File: src/rtl/pbclk_div.sv
module pbclk_div #(
  parameter int DIV_W = 7,
  parameter logic [DIV_W-1:0] RST_FIELD = '0
) (
  input  logic        clk_in,
  input  logic        rst_n,
  input  logic        key_open,
  input  logic        reg_wr,
  input  logic [1:0]  reg_op,
  input  logic [15:0] reg_wdata,
  output logic [15:0] reg_rdata,
  output logic        clk_out
);
  localparam int EN_BIT  = 15;
  localparam int RDY_BIT = 11;
  localparam logic [1:0] OP_WR  = 2'd0;
  localparam logic [1:0] OP_SET = 2'd1;
  localparam logic [1:0] OP_CLR = 2'd2;

  logic [DIV_W-1:0] act_f, pend_f, cnt;
  logic             pend, en_q, ph, gate;

  wire wr_plain = reg_wr && (reg_op == OP_WR);
  wire div_acc  = wr_plain && key_open;
  wire at_end   = (cnt == act_f);
  wire load     = at_end && pend && !div_acc;
  wire byp      = (act_f == '0);

  wire [DIV_W-1:0] nxt_f   = load ? pend_f : act_f;
  wire [DIV_W-1:0] nxt_cnt = at_end ? '0 : cnt + 1'b1;
  wire [DIV_W:0]   nxt_half = ({1'b0, nxt_f} + 1'b1) >> 1;

  wire unused_bits = ^reg_wdata[14:DIV_W];

  always_ff @(posedge clk_in or negedge rst_n) begin
    if (!rst_n) begin
      cnt    <= '0;
      act_f  <= RST_FIELD;
      ph     <= (RST_FIELD != '0);
    end else begin
      cnt    <= nxt_cnt;
      act_f  <= nxt_f;
      ph     <= ({1'b0, nxt_cnt} < nxt_half);
    end
  end

  always_ff @(posedge clk_in or negedge rst_n) begin
    if (!rst_n) begin
      pend   <= 1'b0;
      pend_f <= RST_FIELD;
    end else if (div_acc) begin
      pend   <= 1'b1;
      pend_f <= reg_wdata[DIV_W-1:0];
    end else if (load) begin
      pend   <= 1'b0;
    end
  end

  always_ff @(posedge clk_in or negedge rst_n) begin
    if (!rst_n)
      en_q <= 1'b0;
    else if (reg_wr) begin
      case (reg_op)
        OP_WR:   en_q <= reg_wdata[EN_BIT];
        OP_SET:  if (reg_wdata[EN_BIT]) en_q <= 1'b1;
        OP_CLR:  if (reg_wdata[EN_BIT]) en_q <= 1'b0;
        default: en_q <= en_q;
      endcase
    end
  end

  // gate moves only on a falling input edge while the output is low
  always_ff @(negedge clk_in or negedge rst_n) begin
    if (!rst_n)
      gate <= 1'b0;
    else if (byp || !ph)
      gate <= en_q;
  end

  assign clk_out = gate & (byp ? clk_in : ph);

  always_comb begin
    reg_rdata               = '0;
    reg_rdata[EN_BIT]       = en_q;
    reg_rdata[RDY_BIT]      = !pend;
    reg_rdata[DIV_W-1:0]    = act_f;
  end
endmodule

File: config.mk
export PLATFORM = sky130hd
export DESIGN_NAME = pbclk_div
export DESIGN_NICKNAME = d
export VERILOG_FILES = /design/src/rtl/pbclk_div.sv
export SDC_FILE = /design/constraint.sdc
export NUM_CORES = 1
export LEC_CHECK = 0
export BUFFER_PORTS_ARGS = -buffer_cell sky130_fd_sc_hd__buf_2
export CORE_MARGIN = 1
export CORE_UTILIZATION = 45
export DETAILED_ROUTE_END_ITERATION = 8
export MAX_ROUTING_LAYER = met4
export PLACE_DENSITY = 0.68
export SLEW_MARGIN = 20
export SYNTH_ARGS = -nofsm -noshare
export SYNTH_HDL_FRONTEND = slang
export SYNTH_SLANG_ARGS = --single-unit
File: constraint.sdc
create_clock -name clk_in -period 3.55 [get_ports clk_in]
set_input_delay 0.71 -clock clk_in [delete_from_list [all_inputs] [get_ports clk_in]]
set_output_delay 0.71 -clock clk_in [all_outputs]
set_load 0.01 [all_outputs]
== Word level (Yosys, flattened, before mapping) ==
Index checks and enable logic that the tools add are counted.

* Flip-flop bits (word level): 25
* Bits of input ports: 22
* Logic and storage cells: 37

* Add/subtract/negate cells: 2
* Order comparisons: 1
* Eq/ne operators: 5
* Multiplexer cells: 8
* Bitwise logic cells: 1
* Reductions and logical operators: 13

{| class="wikitable"
|+ Operator list
! cell !! count
|-
| 2-to-1 mux 7 bit || 2
|-
| adder 7 x 1 -> 8 bit (second input constant) || 1
|-
| adder 7 x 1 -> 7 bit (second input constant) || 1
|-
| == test 7 bit || 1
|-
| zero test 7 bit || 1
|-
| less-than comparator 7 bit || 1
|-
| 2-to-1 mux 1 bit || 5
|-
| logical AND 1 bit || 4
|-
| != test 2 bit (second input constant) || 2
|-
| AND reduction 4 bit || 1
|-
| zero test 1 bit || 3
|-
| case mux 1 bit (3 select lines) || 1
|-
| nonzero test 3 bit || 1
|-
| == test 2 x 1 -> 1 bit (second input constant) || 1
|-
| == test 2 bit (second input constant) || 1
|-
| zero test 2 bit || 1
|-
| nonzero test 2 bit || 1
|-
| AND 1 bit || 1
|-
| logical OR 1 bit || 1
|}

== Depth between registers and ports, before layout ==
Gate-level depths: netlist (run 1).

* Depth after elaboration: 8
* Mapped depth: 15

==> results_dict.tcl, run 1 <==
set metrics [dict create \
    floorplan.die_area_sq_um 3720 \
    num_rows 21 \
    grt_start_max_net_pins 25 \
    port-buffer-count 23 \
    top_level_i_o_count 39 \
    diodes 0 \
    critical_path.slowest_cell "dfrtn_1" \
    via_density_per_instance 5.12 \
    timing.critical_path.cells "a21boi_2 -> buf_2" \
    synth.yosys.warnings 0 \
    hpwl_after_detailed_placement_mm 2.57 \
    grt_antenna_before_repair 0 \
    number_of_remaining_drc_errors 0 \
    drt.antenna.violating_nets 0 \
    critical_path.reg2reg.startpoint "act_f[5]" \
    fin_nets 217 \
    result_of_the_run "finished with violations" \
    worst_clock_skew_ps 7.15 \
    cts_hold_buf 0 \
    post_synth_num_cell_types 34 \
    start_util_pct 47.0 \
    critPathKind "reg2out" \
    die_h_um 61.0 \
    failing_checks "negative setup slack" \
    synthesis.area_sq_um 1570 \
    synthesis.area_per_instance_sq_um 10.7 \
    layout_common_cells "23 x dfrtp_1, 23 x buf_2, 15 x mux2_2, 13 x xnor2_1, 12 x nand3_1" \
    cp-start-kind "flip-flop" \
    worst_ep_arrival_time_ps 2930 \
    finalWeightedCongestion 0.820 \
    first_global_vias 1244 \
    chipWidth_um 61.0 \
    vias 1172 \
    final_count_of_pins_violating_max_slew 0 \
    grt_first_pass_wirelength_mm 5.46 \
    drive_gt1_share_pct 36.6 \
    worstSkewPairLatency_ps 440 \
    setup_viol 2 \
    crit_start "gate" \
    routed_wirelength_mm 3.36 \
    globalRoute.totalOverflow 0 \
    min-delay-path-class "in2async" \
    r2r.worst_path.cells 4 \
    p_total_w 0.00158 \
    grt_setup_unrepaired "yes" \
    synth-seq-cells 25 \
    drt_pass1_iterations 4 \
    synth.yosys.seq_area_share_pct 39.9 \
    gr-usage-all-layers_pct 21.9 \
    drt_first_iter_violations 22 \
    cts_tree "built" \
    slowest_delay_ps 430 \
    flow.area_growth_from_synthesis_pct 17.6 \
    synth_cells 146 \
    p_leak_nw 0.883 \
    crit_path_end_kind "primary output" \
    irDropWorstVdd_mv 0.305 \
    worst_path_setup_slack_after_routing_ps -94.0 \
    reg2reg_setup_slack_ps -10 \
    maxCapViolCount 0 \
    crit_end "clk_out" \
    cts.reportedPaths.clkPinSlew_ps 140 \
    required_ps 2840 \
    core_region_area_sq_um 3340 \
    maximum_fanout_along_the_worst_path 2 \
    cellPowerDensity_nw_per_um2 855 \
    routed_wire_length_per_instance_um 14.7 \
    hold-worst-slack_ps 261 \
    hold_violations 0 \
    reg_to_reg_end "gate" \
]
[power by group]
part | total, W | switching, W | internal, W
clock network | 0.000206 | 0.000112 | 0.0000934
logic | 0.000848 | 0.000419 | 0.000429
registers | 0.000525 | 0.000129 | 0.000396
total | 0.00158 | 0.000660 | 0.000918
[critical path: cells and delay by family (launching register included)]
| family | cells | cell delay [ps] |
|---|---|---|
| AOI/OAI and AO/OA | 1 | 160 |
| buffers and inverters | 1 | 140 |
| DFF | 1 | 430 |
[Yosys cell counts]
master | n | share of area, %
a21boi_0 | 1 | 0.48
a21o_1 | 2 | 0.96
a21oi_1 | 3 | 0.96
a221oi_1 | 1 | 0.56
a31oi_1 | 1 | 0.40
a41oi_1 | 1 | 0.56
and3_1 | 4 | 1.6
and3_2 | 1 | 0.48
buf_4 | 8 | 3.8
buf_6 | 2 | 1.4
conb_1 | 1 | 0.24
dfrtn_1 | 1 | 1.6
dfrtp_1 | 24 | 38
ha_1 | 11 | 8.8
inv_1 | 4 | 0.96
mux2_2 | 15 | 11
mux2_4 | 1 | 0.96
mux2i_1 | 1 | 0.64
nand2_1 | 6 | 1.4
nand2b_1 | 1 | 0.40
nand3_1 | 12 | 3.8
nand4_1 | 1 | 0.40
nand4_2 | 1 | 0.80
nor2_1 | 11 | 2.6
nor2_2 | 1 | 0.40
nor2b_1 | 1 | 0.40
nor3_4 | 1 | 1.0
nor4_1 | 1 | 0.40
o211ai_1 | 1 | 0.48
o21ai_0 | 5 | 1.6
or4_1 | 1 | 0.48
xnor2_1 | 13 | 7.3
xnor2_2 | 1 | 1.0
xor2_1 | 7 | 3.9
[worst min-delay path by stage]
| stage | startpoint | depth (start not counted) | end | slack, ps |
|---|---|---|---|---|
| after floorplan | rst_n | 0 | act_f[0] | 410 |
| after detailed placement | gate | 1 | gate | 460 |
| after CTS | rst_n | 2 | cnt[5] | 260 |
| after global placement | gate | 1 | gate | 450 |
| after global routing | rst_n | 2 | cnt[0] | 270 |
| final | rst_n | 2 | cnt[4] | 260 |
[flip-flops by register name, summed over array words and instances (netlist names)]
| signal | cells |
|---|---|
| gate | 1 |
| ph | 1 |
| cnt | 7 |
| en_q | 1 |
| pend_f | 7 |
| pend | 1 |
| act_f | 7 |
[per-layer routing]
layer	global-route usage (%)	vias up	routed length (um)
met4	12.3	0	68
met5	-	-	0
li1	-	565	-
met3	6.93	6	88
met1	25.1	580	1510
met2	33.9	21	1690
[through the flow]
stage / instances / utilization, % / instance area, sq um / setup TNS (ps) / setup slack [ps]
5_1_grt: 229 / 55.3 / 1840 / -253 / -182
3_3_place_gp: 220 / 52.6 / 1760 / 0 / 3.22
2_1_floorplan: 152 / - / 1600 / 0 / 12.0
4_1_cts: 228 / 55.0 / 1840 / -204 / -124
3_5_place_dp: 220 / 52.6 / 1760 / -61.6 / -61.6
6_report: 229 / 55.3 / 1840 / -107 / -94.0
[timing repair]
item	CTS	global route
setup buffers	1	1
gates resized for setup	5	0
pin swaps	2	2
setup endpoints to repair	2	2
cloned	0	0
[cells by family (layout without fill, tap and decap cells)]
kind of cell / count (synthesis) / in the layout / synth area share, %
AO/OA/AOI/OAI: 15 / 15 / 5.99
buffers and inverters: 14 / 45 / 6.22
XOR/XNOR: 21 / 21 / 12.2
AND/OR/NAND/NOR: 42 / 42 / 14.3
flip-flops: 25 / 25 / 39.9
multiplexers: 17 / 17 / 12.4
other: 1 / 7 / 0.239
adder cells (fa/ha/maj): 11 / 11 / 8.78
[cell type report]
cell class	count	area, sq um
Tap cell	46	57.6
Timing Repair Buffer	33	193
Clock buffer	7	50.0
Sequential cell	25	627
Inverter	4	15.0
Fill cell	324	1490
Multi-Input combinational cell	113	897
Clock inverter	1	5.00
No activity file was read; power rests on OpenSTA's default activity.
==> inputs of run 2 (changes only) <==
==> constraint.sdc (replaced) <==
create_clock -name clk_in -period 3.55 [get_ports clk_in]
set_input_delay 1.065 -clock clk_in [delete_from_list [all_inputs] [get_ports clk_in]]
set_output_delay 1.065 -clock clk_in [all_outputs]
set_load 0.01 [all_outputs]
==> run 2 against run 1 <==
- the run ends with design-rule violations, negative setup slack left
- worst setup slack got worse by 320 ps
- clock skew grew 0.59 ps
- register-to-register slack worse by 40 ps
- total power decreased by 0.26%
- global-route usage is 0.30 points lower
- sequential share of layout area fell by 0.81 points
- critical path type unchanged
- non-clock buffer count up 3
- combinational power grew 1%
- highest routed layer unchanged
- die area is the same
- utilization rose by 1.3 points
==> results_dict.tcl, run 2 (same netlist as run 1, synthesis figures left out) <==
set metrics [dict create \
    grt_start_max_net_pins 25 \
    crit_path_end_kind "primary output" \
    core_region_area_sq_um 3340 \
    timing.critical_path.cells "a21boi_2 -> buf_2" \
    cp-start-kind "flip-flop" \
    vias 1178 \
    start_util_pct 47.0 \
    gr-usage-all-layers_pct 21.6 \
    globalRoute.totalOverflow 0 \
    final_core_utilization_pct 56.6 \
    global_route.peak_usage_layer "met2" \
    cts_hold_buf 0 \
    routed_wire_length_per_instance_um 14.4 \
    routed_wirelength_mm 3.33 \
    cts.reportedPaths.clkPinSlew_ps 90 \
    port-buffer-count 23 \
    maximum_fanout_along_the_worst_path 2 \
    finalWeightedCongestion 0.813 \
    worst_hold_startpoint "gate" \
    power_frac_seq_pct 32.5 \
    biggestRegsByFlops "act_f x7, cnt x7, pend_f x7" \
    met3_usage_pct 2.52 \
    maxCapViolCount 0 \
    drt.antenna.violating_nets 0 \
    hold-worst-slack_ps 458 \
    critical_path.slowest_cell "dfrtn_1" \
    hpwl_after_detailed_placement_mm 2.58 \
    layout_cell_area_excl_fill_sq_um 1890 \
    post_cts.repair.setup_buffers 0 \
    drive_gt1_share_pct 38.7 \
    fin_nets 220 \
    cellPowerDensity_nw_per_um2 833 \
    p_clk_share_pct 13.0 \
    worst_path_setup_slack_after_routing_ps -415 \
    crit_start "gate" \
    p_switching_w 0.000650 \
    via_density_per_instance 5.08 \
    min-delay-path-class "reg2reg" \
    final_count_of_pins_violating_max_slew 0 \
    worst_ep_arrival_time_ps 2900 \
    slowest_delay_ps 420 \
    critPathKind "reg2out" \
    setup_viol 2 \
    met2_global_route_usage_pct 33.2 \
    diodes 0 \
    failing_checks "design-rule violations, negative setup slack" \
    drt_pass1_iterations 5 \
    totalNegativeSetupSlack_ps -461 \
    switching_share_pct 41.3 \
    pwr-share-comb_pct 54.5 \
    die_h_um 61.0 \
    number_of_remaining_drc_errors 2 \
    final_cell_count_no_fill 232 \
    post-place-cells 225 \
    floorplan.die_area_sq_um 3720 \
    grt_first_pass_wirelength_mm 5.47 \
    worstSkewPairLatency_ps 430 \
    first_global_vias 1242 \
    r2r.worst_path.cells 4 \
    critical_path.reg2reg.startpoint "act_f[4]" \
    num_rows 21 \
    final.fill_count 316 \
    grt_setup_unrepaired "yes" \
    top_level_i_o_count 39 \
    grt.met1_usage_pct 26.3 \
    hold_path_depth 1 \
    irDropWorstVdd_mv 0.326 \
    worst_clock_skew_ps 7.75 \
    grt_antenna_before_repair 0 \
    result_of_the_run "finished with violations" \
    hold_violations 0 \
    chipWidth_um 61.0 \
    p_leak_nw 0.900 \
    cts_tree "built" \
    drt_first_iter_violations 18 \
    layout_common_cells "23 x dfrtp_1, 23 x buf_2, 14 x buf_4, 13 x xnor2_1, 13 x mux2_2" \
    flow.area_growth_from_synthesis_pct 20.5 \
    power_report.internal_total_w 0.000924 \
    required_ps 2480 \
    area_after_dpl_sq_um 1820 \
]
-- run 2: changes by cell type in the layout (fill, tap and decap cells not counted), sizes merged --
cell  previous run  this run
buf             34        37
-- run 2: worst paths after layout --
kind                       endpoint  slack, ps
min in group asynchronous    cnt[1]        620
max in group asynchronous      gate       1370
min                            gate        460
max                         clk_out       -420
max reg2reg                    gate        -50
min reg2reg                    gate        460
-- run 2: power groups by stage --
stage	Clock (W)	Sequential, W	Combinational [W]
2_1_floorplan	0.0000120	0.000524	0.000556
3_3_place_gp	0.0000192	0.000502	0.000800
3_5_place_dp	0.0000192	0.000506	0.000835
4_1_cts	0.000208	0.000500	0.000842
5_1_grt	0.000222	0.000526	0.000956
6_report	0.000204	0.000511	0.000858
-- run 2: repair_timing --
item,in CTS,in global routing
resized for setup,2,3
setup endpoints to repair,2,2
pin swaps,0,0
-- run 2: final cells by class --
class | instances | area [sq um] | area share, %
clock buffers | 7 | 50.0 | 2.65
flip-flops and latches | 25 | 627 | 33.2
clock inverters | 1 | 5.00 | 0.265
multi-input cells | 113 | 920 | 48.7
inverters | 4 | 15.0 | 0.795
repair buffers | 36 | 215 | 11.4
well taps | 46 | 57.6 | 3.05
-- run 2: worst max-delay path, delay by kind of cell, from the launching register on --
family | cells | cell delay, ps
AO/OA/AOI/OAI | 1 | 140
buffers and inverters | 1 | 130
flip-flops | 1 | 420
-- run 2: per-stage QoR --
| step | setup slack (ps) | power, W |
|---|---|---|
| after CTS | -440 | 0.00155 |
| after detailed placement | -262 | 0.00136 |
| after floorplan | 12.0 | 0.00109 |
| after global placement | -167 | 0.00132 |
| final | -415 | 0.00157 |
| after global routing | -460 | 0.00170 |
-- run 2: routing by layer --
metal,part of all wire (%),wire length (um)
met5,0,0
met2,48,1600
met3,2.7,89
met4,3.8,128
met1,45,1510
==> inputs of run 3 (changes only) <==
==> constraint.sdc (replaced) <==
create_clock -name clk_in -period 3.7 [get_ports clk_in]
set_input_delay 1.11 -clock clk_in [delete_from_list [all_inputs] [get_ports clk_in]]
set_output_delay 1.11 -clock clk_in [all_outputs]
set_load 0.01 [all_outputs]
==> run 3 against run 2 <==
- the run ends with negative setup slack left
- largest cell class unchanged
- sequential cell count unchanged
- sequential share of layout area up 0.40 points
- design area down 1.4%
- cell count down 0.43%
- total power down 5.8%
- clock power down 6%
- utilization down 0.79 points
- die area unchanged
- register-to-register slack better by 120 ps
- via count up 0.17%
==> results_dict.tcl, run 3 (same netlist as run 1, synthesis figures left out) <==
set metrics [dict create \
    biggestRegsByFlops "act_f x7, cnt x7, pend_f x7" \
    grt_antenna_before_repair 0 \
    vias 1180 \
    grt_first_pass_wirelength_mm 5.38 \
    maxCapViolCount 0 \
    cts_tree "built" \
    failing_checks "negative setup slack" \
    p_total_w 0.00148 \
    p_switching_w 0.000614 \
    result_of_the_run "finished with violations" \
    drt.antenna.violating_nets 0 \
    cts.reportedPaths.clkPinSlew_ps 90 \
    power_frac_seq_pct 33.5 \
    required_ps 2590 \
    num_rows 21 \
    crit_path_end_kind "primary output" \
    floorplan.die_area_sq_um 3720 \
    path_buf_inv 1 \
    irDropWorstVdd_mv 0.355 \
    layout_common_cells "24 x dfrtp_1, 23 x buf_2, 15 x mux2_2, 13 x xnor2_1, 13 x buf_4" \
    hold_path_depth 1 \
    worst_hold_startpoint "gate" \
    post_cts.repair.setup_buffers 0 \
    worstSkewPairLatency_ps 430 \
    drt_pass1_iterations 5 \
    gr-usage-all-layers_pct 20.9 \
    cp-start-kind "flip-flop" \
    critical_path.reg2reg.startpoint "act_f[4]" \
    switching_share_pct 41.4 \
    reg_to_reg_end "gate" \
    worst_path_setup_slack_after_routing_ps -385 \
    power_report.internal_total_w 0.000869 \
    core_region_area_sq_um 3340 \
    p_leak_nw 0.894 \
    slowest_delay_ps 430 \
    place_ws_ps -186 \
    finalWeightedCongestion 0.941 \
    grt_setup_unrepaired "yes" \
    diodes 0 \
    flow.area_growth_from_synthesis_pct 18.8 \
    critPathTopFamily "flip-flops" \
    port-buffer-count 23 \
    start_util_pct 47.0 \
    top_level_i_o_count 39 \
    grt_start_max_net_pins 25 \
    hpwl_after_detailed_placement_mm 2.53 \
    number_of_remaining_drc_errors 0 \
    critPathKind "reg2out" \
    p_clk_share_pct 13.0 \
    min-delay-path-class "reg2reg" \
    pwr-share-comb_pct 53.5 \
    die_h_um 61.0 \
    maximum_fanout_along_the_worst_path 2 \
    r2r.worst_path.cells 4 \
    critical_path.slowest_cell "dfrtn_1" \
    globalRoute.totalOverflow 0 \
    final_count_of_pins_violating_max_slew 0 \
    worst_clock_skew_ps 7.01 \
    hold_path_end "gate" \
    mostFrequentLayoutCell "dfrtp_1" \
    drt_first_iter_violations 38 \
    reg2reg_setup_slack_ps 70 \
    timing.critical_path.cells "a21boi_2 -> buf_2" \
    chipWidth_um 61.0 \
    hold_violations 0 \
    first_global_vias 1275 \
    cts_hold_buf 0 \
    via_density_per_instance 5.11 \
    totalNegativeSetupSlack_ps -385 \
    fin_nets 219 \
    drive_gt1_share_pct 37.3 \
    setup_viol 1 \
    cellPowerDensity_nw_per_um2 796 \
    routed_wire_length_per_instance_um 13.8 \
    routed_wirelength_mm 3.18 \
    worst_ep_arrival_time_ps 2970 \
]
run 3: cell type report:
type | count | area, sq um
sequential | 25 | 626
clock inverter | 1 | 5.00
tap | 46 | 57.6
clock buffer | 7 | 50.0
multi-input combinational | 113 | 902
timing repair buffer | 35 | 208
inverter | 4 | 15.0
fill | 286 | 1470
run 3: worst max-delay path by stage:
| stage | end | from | cells past startpoint |
|---|---|---|---|
| final | clk_out | gate | 2 |
| after global placement | ph | reg_op[0] | 16 |
| after global routing | clk_out | gate | 2 |
| after floorplan | ph | reg_op[0] | 14 |
| after CTS | clk_out | gate | 2 |
| after detailed placement | ph | reg_op[0] | 15 |
run 3: power groups by stage:
stage          combinational, W  clock [W]  sequential [W]
4_1_cts                0.000796   0.000199        0.000495
6_report               0.000794   0.000192        0.000497
5_1_grt                0.000885   0.000209        0.000514
2_1_floorplan          0.000520  0.0000115        0.000499
3_3_place_gp           0.000736  0.0000184        0.000485
3_5_place_dp           0.000768  0.0000184        0.000491
run 3: layer usage:
metal	vias up	track usage [%]	wire (um)
li1	576	-	-
met1	562	24.5	1360
met2	37	34.2	1620
met3	5	3.36	145
met4	0	11.7	58
met5	-	-	0
run 3: what timing repair did:
action,in CTS,in global routing
pin swaps,0,0
endpoints found under the setup margin,2,2
gates resized for setup,5,1
run 3: through the flow:
step | cell area, sq um | utilization (%) | hold WS [ps] | cells
floorplan | 1600 | - | 434 | 152
global placement | 1780 | 53.4 | 444 | 224
global route | 1860 | 55.8 | 494 | 231
CTS | 1860 | 55.7 | 464 | 231
detailed placement | 1780 | 53.4 | 462 | 224
finish | 1860 | 55.8 | 466 | 231
